[src/rtl/i2c_tgt_pkg.sv]
package i2c_tgt_pkg;
  typedef enum logic [2:0] {
    ST_IDLE,
    ST_RX,
    ST_RX_ACK,
    ST_TX,
    ST_TX_ACK,
    ST_IGNORE
  } tgt_state_e;

  typedef enum logic [1:0] {
    K_ADDR,
    K_SUB,
    K_DATA
  } byte_kind_e;
endpackage

[src/rtl/i2c_line_sync.sv]
module i2c_line_sync #(
  parameter int SYNC_STAGES = 2
) (
  input  logic clk,
  input  logic rst_n,
  input  logic scl_i,
  input  logic sda_i,
  output logic scl_lvl,
  output logic sda_lvl,
  output logic scl_rise,
  output logic scl_fall,
  output logic start_det,
  output logic stop_det
);
  logic [SYNC_STAGES-1:0] scl_ff_q, sda_ff_q;
  logic [SYNC_STAGES-1:0] scl_ff_d, sda_ff_d;
  logic scl_prev_q, sda_prev_q;

  // synchronizer chain, one stage per generate iteration
  assign scl_ff_d[0] = scl_i;
  assign sda_ff_d[0] = sda_i;
  for (genvar g = 1; g < SYNC_STAGES; g++) begin : g_stage
    assign scl_ff_d[g] = scl_ff_q[g-1];
    assign sda_ff_d[g] = sda_ff_q[g-1];
  end

  always_ff @(posedge clk or negedge rst_n) begin
    if (!rst_n) begin
      scl_ff_q   <= '1;
      sda_ff_q   <= '1;
      scl_prev_q <= 1'b1;
      sda_prev_q <= 1'b1;
    end else begin
      scl_ff_q   <= scl_ff_d;
      sda_ff_q   <= sda_ff_d;
      scl_prev_q <= scl_lvl;
      sda_prev_q <= sda_lvl;
    end
  end

  assign scl_lvl   = scl_ff_q[SYNC_STAGES-1];
  assign sda_lvl   = sda_ff_q[SYNC_STAGES-1];
  assign scl_rise  = scl_lvl & ~scl_prev_q;
  assign scl_fall  = ~scl_lvl & scl_prev_q;
  assign start_det = scl_lvl & scl_prev_q & sda_prev_q & ~sda_lvl;
  assign stop_det  = scl_lvl & scl_prev_q & ~sda_prev_q & sda_lvl;
endmodule

[src/rtl/i2c_tgt_ctrl.sv]
module i2c_tgt_ctrl
  import i2c_tgt_pkg::*;
#(
  parameter logic [6:0] TGT_ADDR  = 7'h2A,
  parameter int         AW        = 8,
  parameter int         DW        = 8,
  parameter logic [AW-1:0] FIFO_ADDR = '0
) (
  input  logic          clk,
  input  logic          rst_n,
  input  logic          sda_lvl,
  input  logic          scl_rise,
  input  logic          scl_fall,
  input  logic          start_det,
  input  logic          stop_det,
  input  logic          fifo_full,
  input  logic [DW-1:0] reg_rdata,
  output logic          sda_oe,
  output logic          reg_wr,
  output logic          reg_rd,
  output logic [AW-1:0] reg_addr,
  output logic [DW-1:0] reg_wdata
);
  localparam int CNT_W = $clog2(DW + 1);
  localparam logic [CNT_W-1:0] LAST_BIT = CNT_W'(DW);

  tgt_state_e state_q, state_d;
  byte_kind_e kind_q, kind_d;
  logic [CNT_W-1:0] cnt_q, cnt_d;
  logic [DW-1:0] shreg_q, shreg_d;
  logic [DW-1:0] wdata_q, wdata_d;
  logic [AW-1:0] addr_q, addr_d;
  logic oe_q, oe_d;
  logic wr_q, wr_d;
  logic rw_q, rw_d;
  logic mnack_q, mnack_d;
  logic inc_q, inc_d;
  logic rd_pulse;
  logic addr_hit;
  logic on_fifo;

  assign addr_hit = (shreg_q[DW-1:DW-7] == TGT_ADDR);
  assign on_fifo  = (addr_q == FIFO_ADDR);

  // next-state logic
  always_comb begin
    state_d  = state_q;
    kind_d   = kind_q;
    cnt_d    = cnt_q;
    shreg_d  = shreg_q;
    wdata_d  = wdata_q;
    addr_d   = addr_q;
    oe_d     = oe_q;
    wr_d     = 1'b0;
    rw_d     = rw_q;
    mnack_d  = mnack_q;
    inc_d    = inc_q;
    rd_pulse = 1'b0;
    if (stop_det) begin
      state_d = ST_IDLE;
      oe_d    = 1'b0;
      inc_d   = 1'b0;
    end else if (start_det) begin
      state_d = ST_RX;
      kind_d  = K_ADDR;
      cnt_d   = '0;
      oe_d    = 1'b0;
      inc_d   = 1'b0;
    end else begin
      unique case (state_q)
        ST_RX: begin
          if (scl_rise && cnt_q != LAST_BIT) begin
            shreg_d = {shreg_q[DW-2:0], sda_lvl};
            cnt_d   = cnt_q + 1'b1;
          end else if (scl_fall && cnt_q == LAST_BIT) begin
            unique case (kind_q)
              K_ADDR: begin
                if (addr_hit) begin
                  rw_d    = shreg_q[0];
                  oe_d    = 1'b1;
                  state_d = ST_RX_ACK;
                end else begin
                  state_d = ST_IGNORE;
                end
              end
              K_SUB: begin
                addr_d  = shreg_q[AW-1:0];
                oe_d    = 1'b1;
                state_d = ST_RX_ACK;
              end
              default: begin
                state_d = ST_RX_ACK;
                if (on_fifo && fifo_full) begin
                  oe_d = 1'b0;
                end else begin
                  oe_d    = 1'b1;
                  wr_d    = 1'b1;
                  wdata_d = shreg_q;
                  inc_d   = !on_fifo;
                end
              end
            endcase
          end
        end
        ST_RX_ACK: begin
          if (scl_fall) begin
            oe_d  = 1'b0;
            cnt_d = '0;
            inc_d = 1'b0;
            if (inc_q) addr_d = addr_q + 1'b1;
            unique case (kind_q)
              K_ADDR: begin
                if (rw_q) begin
                  rd_pulse = 1'b1;
                  shreg_d  = reg_rdata;
                  oe_d     = ~reg_rdata[DW-1];
                  state_d  = ST_TX;
                end else begin
                  kind_d  = K_SUB;
                  state_d = ST_RX;
                end
              end
              default: begin
                kind_d  = K_DATA;
                state_d = ST_RX;
              end
            endcase
          end
        end
        ST_TX: begin
          if (scl_rise && cnt_q != LAST_BIT) begin
            cnt_d = cnt_q + 1'b1;
          end else if (scl_fall) begin
            if (cnt_q == LAST_BIT) begin
              oe_d    = 1'b0;
              state_d = ST_TX_ACK;
              if (!on_fifo) addr_d = addr_q + 1'b1;
            end else begin
              shreg_d = {shreg_q[DW-2:0], 1'b0};
              oe_d    = ~shreg_q[DW-2];
            end
          end
        end
        ST_TX_ACK: begin
          if (scl_rise) begin
            mnack_d = sda_lvl;
          end else if (scl_fall) begin
            cnt_d = '0;
            if (!mnack_q) begin
              rd_pulse = 1'b1;
              shreg_d  = reg_rdata;
              oe_d     = ~reg_rdata[DW-1];
              state_d  = ST_TX;
            end else begin
              oe_d    = 1'b0;
              state_d = ST_IGNORE;
            end
          end
        end
        default: begin
          oe_d = 1'b0;
        end
      endcase
    end
  end

  // state registers
  always_ff @(posedge clk or negedge rst_n) begin
    if (!rst_n) begin
      state_q <= ST_IDLE;
      kind_q  <= K_ADDR;
      cnt_q   <= '0;
      shreg_q <= '0;
      wdata_q <= '0;
      addr_q  <= '0;
      oe_q    <= 1'b0;
      wr_q    <= 1'b0;
      rw_q    <= 1'b0;
      mnack_q <= 1'b1;
      inc_q   <= 1'b0;
    end else begin
      state_q <= state_d;
      kind_q  <= kind_d;
      cnt_q   <= cnt_d;
      shreg_q <= shreg_d;
      wdata_q <= wdata_d;
      addr_q  <= addr_d;
      oe_q    <= oe_d;
      wr_q    <= wr_d;
      rw_q    <= rw_d;
      mnack_q <= mnack_d;
      inc_q   <= inc_d;
    end
  end

  assign sda_oe    = oe_q;
  assign reg_wr    = wr_q;
  assign reg_rd    = rd_pulse;
  assign reg_addr  = addr_q;
  assign reg_wdata = wdata_q;

  // assertions
  p_start_restart_r1: assert property (@(posedge clk) disable iff (!rst_n)
    (start_det && !stop_det) |=> (state_q == ST_RX && cnt_q == '0 && kind_q == K_ADDR));

  p_stop_release_r2: assert property (@(posedge clk) disable iff (!rst_n)
    stop_det |=> (state_q == ST_IDLE && !oe_q));

  p_ignore_quiet_r4: assert property (@(posedge clk) disable iff (!rst_n)
    (state_q == ST_IGNORE) |-> (!oe_q && !wr_q && !rd_pulse));

  p_strobe_excl_r5: assert property (@(posedge clk) disable iff (!rst_n)
    $onehot0({wr_q, rd_pulse}));

  p_no_full_push_r7: assert property (@(posedge clk) disable iff (!rst_n)
    (wr_q && addr_q == FIFO_ADDR) |-> !$past(fifo_full));

  p_fifo_addr_hold_r6: assert property (@(posedge clk) disable iff (!rst_n)
    (wr_q && addr_q == FIFO_ADDR) |=> (addr_q == FIFO_ADDR));
endmodule

[src/rtl/i2c_reg_target.sv]
module i2c_reg_target #(
  parameter logic [6:0] TGT_ADDR    = 7'h2A,
  parameter logic [7:0] FIFO_ADDR   = 8'h00,
  parameter int         SYNC_STAGES = 2
) (
  input  logic       clk,
  input  logic       rst_n,
  input  logic       scl_i,
  input  logic       sda_i,
  output logic       sda_oe,
  output logic       reg_wr,
  output logic       reg_rd,
  output logic [7:0] reg_addr,
  output logic [7:0] reg_wdata,
  input  logic [7:0] reg_rdata,
  input  logic       fifo_full
);
  logic scl_lvl, sda_lvl, scl_rise, scl_fall, start_det, stop_det;

  i2c_line_sync #(.SYNC_STAGES(SYNC_STAGES)) i_sync (
    .clk       (clk),
    .rst_n     (rst_n),
    .scl_i     (scl_i),
    .sda_i     (sda_i),
    .scl_lvl   (scl_lvl),
    .sda_lvl   (sda_lvl),
    .scl_rise  (scl_rise),
    .scl_fall  (scl_fall),
    .start_det (start_det),
    .stop_det  (stop_det)
  );

  i2c_tgt_ctrl #(
    .TGT_ADDR  (TGT_ADDR),
    .AW        (8),
    .DW        (8),
    .FIFO_ADDR (FIFO_ADDR)
  ) i_ctrl (
    .clk       (clk),
    .rst_n     (rst_n),
    .sda_lvl   (sda_lvl),
    .scl_rise  (scl_rise),
    .scl_fall  (scl_fall),
    .start_det (start_det),
    .stop_det  (stop_det),
    .fifo_full (fifo_full),
    .reg_rdata (reg_rdata),
    .sda_oe    (sda_oe),
    .reg_wr    (reg_wr),
    .reg_rd    (reg_rd),
    .reg_addr  (reg_addr),
    .reg_wdata (reg_wdata)
  );

  // SDA enable may only move while SCL is seen low
  p_oe_scl_low_r10: assert property (@(posedge clk) disable iff (!rst_n)
    !$stable(sda_oe) |-> !$past(scl_lvl));
endmodule

[config.mk]
export PLATFORM = sky130hd
export DESIGN_NAME = i2c_reg_target
export DESIGN_NICKNAME = d
export VERILOG_FILES = /design/src/rtl/i2c_tgt_pkg.sv /design/src/rtl/i2c_line_sync.sv /design/src/rtl/i2c_tgt_ctrl.sv /design/src/rtl/i2c_reg_target.sv
export SDC_FILE = /design/constraint.sdc
export NUM_CORES = 1
export LEC_CHECK = 0
export BUFFER_PORTS_ARGS = -buffer_cell sky130_fd_sc_hd__buf_2
export CORE_MARGIN = 1
export CORE_UTILIZATION = 50
export DETAILED_ROUTE_END_ITERATION = 12
export GPL_TIMING_DRIVEN = 0
export PLACE_DENSITY = 0.7
export SLEW_MARGIN = 20
export SYNTH_ARGS = -nofsm -noshare
export SYNTH_HDL_FRONTEND = slang
export SYNTH_SLANG_ARGS = --single-unit
[constraint.sdc]
create_clock -name clk -period 2.17 [get_ports clk]
set_input_delay 0.1085 -clock clk [delete_from_list [all_inputs] [get_ports clk]]
set_output_delay 0.1085 -clock clk [all_outputs]
set_load 0.05 [all_outputs]
==> run_results.csv <==
group,metric,value,unit
sta,setup_viol,0,
final_layout,area_growth,16.51,%
detailed_routing,drc_errors,0,
detailed_routing,drtAntennaViolNets,0,
outcome,status,"finished, final reports clean",
sta,slew_viol_final,0,
pwr,p_leak,1.316,nW
floorplanning,core,4786,µm²
final_layout,stdcell_count,354,
clocking,cts-root-buf,"clkbuf_8",
place,dp_cells,343,
sta,min_period,2079,ps
clocking,clk_pin_slew,90,ps
global_route,grt_max_degree,45,
final_layout,fillers,417,
clocking,clk_latency,310,ps
min_path,hold_depth,3,
worst_setup_path,worstPathRequired,2370,ps
clocking,cts_tree,"yes",
sta,tns,0,ps
clocking,cts_buffer_depth,2,
clocking,cts_sinks,44,
worst_setup_path,critPathCaptureType,"register",
flow_run,cap_violations,0,
min_path,hold_path.class,"input pin to register",
sta,worst_pin_slew,537.8,ps
global_route,grt_pass1_vias,1934,
floorplanning,die_w,72.94,µm
pwr,power_density,1145,nW/µm²
pwr,max-vdd-ir-drop,0.7628,mV
detailed_routing,avgViaCountPerCell,5.754,
worst_setup_path,reg2reg_depth,7,
clocking,cts_max_level,2,
detailed_routing,first_iter_violations,157,
final_layout,regArea,1112,µm²
global_route,busiest_layer,"met2",
logic_synthesis,synth_area,2516,µm²
floorplanning,die_area,5320,µm²
logic_synthesis,postSynthCellCount,245,
final_layout,multi_input_area,1328,µm²
sta,fin_crit_sh,95.80,%
global_route,track_usage,23.23,%
floorplanning,ios,32,
global_route,grt_use_met3,4.282,%
worst_setup_path,cp-start-kind,"register",
sta,fmax,481.1,MHz
worst_setup_path,crit_arrival,2280,ps
final_layout,antenna_cells,0,
final_layout,fin_nets,303,
logic_synthesis,async_reset_ff_share,100.0,%
logic_synthesis,yosys_warnings,0,
floorplanning,start_util,52.58,%
logic_synthesis,synth_edf_count,0,
final_layout,drive_gt1_share,34.49,%
clocking,numCtsBuffers,5,
global_route,use_met2,35.72,%
sta,relSlewSlack,64.15,%
global_route,use_met1,32.50,%
place,gp_congestion,0.8709,
worst_setup_path,critPathKind,"register to register",
place,dpl.hpwl,3960,µm
logic_synthesis,ys_seq_area_share,44.11,%
detailed_routing,drt-pass1-iter-count,4,
global_route,antenna_found_initial,0,
logic_synthesis,postSynthAreaPerCell,10.27,µm²
logic_synthesis,ys_seq_elements,44,
logic_synthesis,synth_cell_types,56,
floorplanning,die_h,72.94,µm
floorplanning,rows,25,
logic_synthesis,synthFlopType,"dfrtp_1",
sta,clock_skew,10.50,ps
detailed_routing,routed_wirelength,5569,µm
logic_synthesis,synth_nets,262,
global_route,overflow,0,
place,port_buffers,31,
detailed_routing,vias,2037,
detailed_routing,drt-wirelength-per-cell,15.73,µm
global_route,grt_pass1_wl,9315,µm
worst_setup_path,crit_fanout,9,
sta,hold_violations,0,
[flip-flops by register name (all words and copies together), names as in the netlist, 2 cells and up]
name              cells
i_ctrl.reg_addr       8
i_sync.scl_ff_q       2
i_ctrl.state_q        3
i_ctrl.reg_wdata      8
i_ctrl.cnt_q          4
i_ctrl.kind_q         2
i_sync.sda_ff_q       2
i_ctrl.shreg_q        8
[synth_stat cells, types with 2 or more instances]
master    instances  share of area, %
nand2b_1          2              0.50
o22ai_1           4              0.99
nor2_1           18               2.7
buf_2             6               1.2
nor2b_1           5               1.2
nor3_1            9               1.8
buf_6             2              0.90
and3_1            2              0.50
mux2i_1           3               1.2
nand3b_1          3              0.90
mux2_4            8               4.8
mux2_2           21               9.4
inv_1             8               1.2
a31oi_1           2              0.50
a22o_1            2              0.70
a21oi_1          25               5.0
dfrtp_1          37                37
clkbuf_1          4              0.60
nor3b_1           2              0.60
nor4b_1           3               1.0
nor4_1            2              0.50
ha_1              4               2.0
xnor2_1           3               1.0
dfstp_2           7               7.3
nand2_1          13               1.9
o22a_1            3               1.0
nand3_1           9               1.8
o21ai_0          10               2.0
[where the power goes]
group	internal [W]	leakage [nW]	switching (W)	total [W]
Sequential	0.00103	0.558	0.000261	0.00129
Combinational	0.000636	0.703	0.000786	0.00142
Clock	0.000347	0.0548	0.000302	0.000649
Total	0.00201	1.32	0.00135	0.00336
[timing repair]
item / in CTS / in global routing
hold buffers: 3 / 0
setup endpoints to repair: 8 / 26
endpoints found under the hold margin: 39 / 0
buffers inserted: 0 / 0
gates resized for setup: 2 / 5
pin swaps: 0 / 2
[critical path: stages (launching register included)]
cell     delay (ps)
dfrtp_2         420
inv_2            60
ha_1            200
nor4b_2         180
and4b_1         230
or4_4           420
buf_6           170
mux2_4          300
[logic make-up (layout without fill, tap and decap cells)]
| group | Yosys count | count (layout) | synth area share [%] |
|---|---|---|---|
| AO/OA/AOI/OAI | 62 | 62 | 16.01 |
| XOR/XNOR | 4 | 4 | 1.393 |
| adder cells (fa/ha/maj) | 4 | 4 | 1.989 |
| buffers and inverters | 21 | 63 | 4.028 |
| flip-flops | 44 | 44 | 44.11 |
| multiplexers | 32 | 32 | 15.37 |
| AND/OR/NAND/NOR | 78 | 78 | 17.11 |
[cell type report]
type / count / share of cell area, %
well taps: 67 / 2.860
flip-flops and latches: 44 / 37.94
multi-input cells: 180 / 45.28
repair buffers: 34 / 6.402
inverters: 8 / 1.024
plain buffers: 13 / 2.561
clock inverters: 3 / 1.579
clock buffers: 5 / 2.347
[cells in the final DEF (no fill, tap or decap), types with 5 or more instances in the layout]
cell type,Yosys,routed
a21oi_1,25,25
buf_2,6,35
clkbuf_8,0,5
dfrtp_1,37,35
dfstp_2,7,7
inv_1,8,7
mux2_2,21,21
mux2_4,8,8
nand2_1,13,13
nand3_1,9,9
nor2_1,18,18
nor3_1,9,9
o21ai_0,10,10
[layer usage]
metal / share of wire, % / wire length [µm]
met4: 1.4 / 79
met2: 46 / 2578
met5: 0 / 0
met3: 5.3 / 295
met1: 47 / 2615
[worst paths after layout]
check                                   start                  end  slack [ps]
max in group asynchronous               rst_n   i_ctrl.reg_addr[0]        1450
min reg2reg                i_sync.scl_ff_q[0]   i_sync.scl_ff_q[1]         360
min in group asynchronous               rst_n   i_ctrl.reg_addr[1]         330
max reg2reg                i_ctrl.reg_addr[0]  i_ctrl.reg_wdata[1]          90
max                        i_ctrl.reg_addr[0]  i_ctrl.reg_wdata[1]          90
min                              reg_rdata[2]    i_ctrl.shreg_q[2]         150
[per-stage QoR]
stage	util (%)	hold slack, ps	setup slack (ps)	power, W	cell area, µm²
after floorplan	-	-187.1	11.18	0.002331	2519
after global routing	61.25	158.8	-33.42	0.003559	2932
after detailed placement	57.62	214.6	-112.4	0.002680	2758
final	61.25	152.0	91.24	0.003356	2932
after CTS	60.84	142.9	14.61	0.003354	2912
after global placement	57.62	213.7	-89.46	0.002633	2758
No activity file was read; power rests on OpenSTA's default activity.
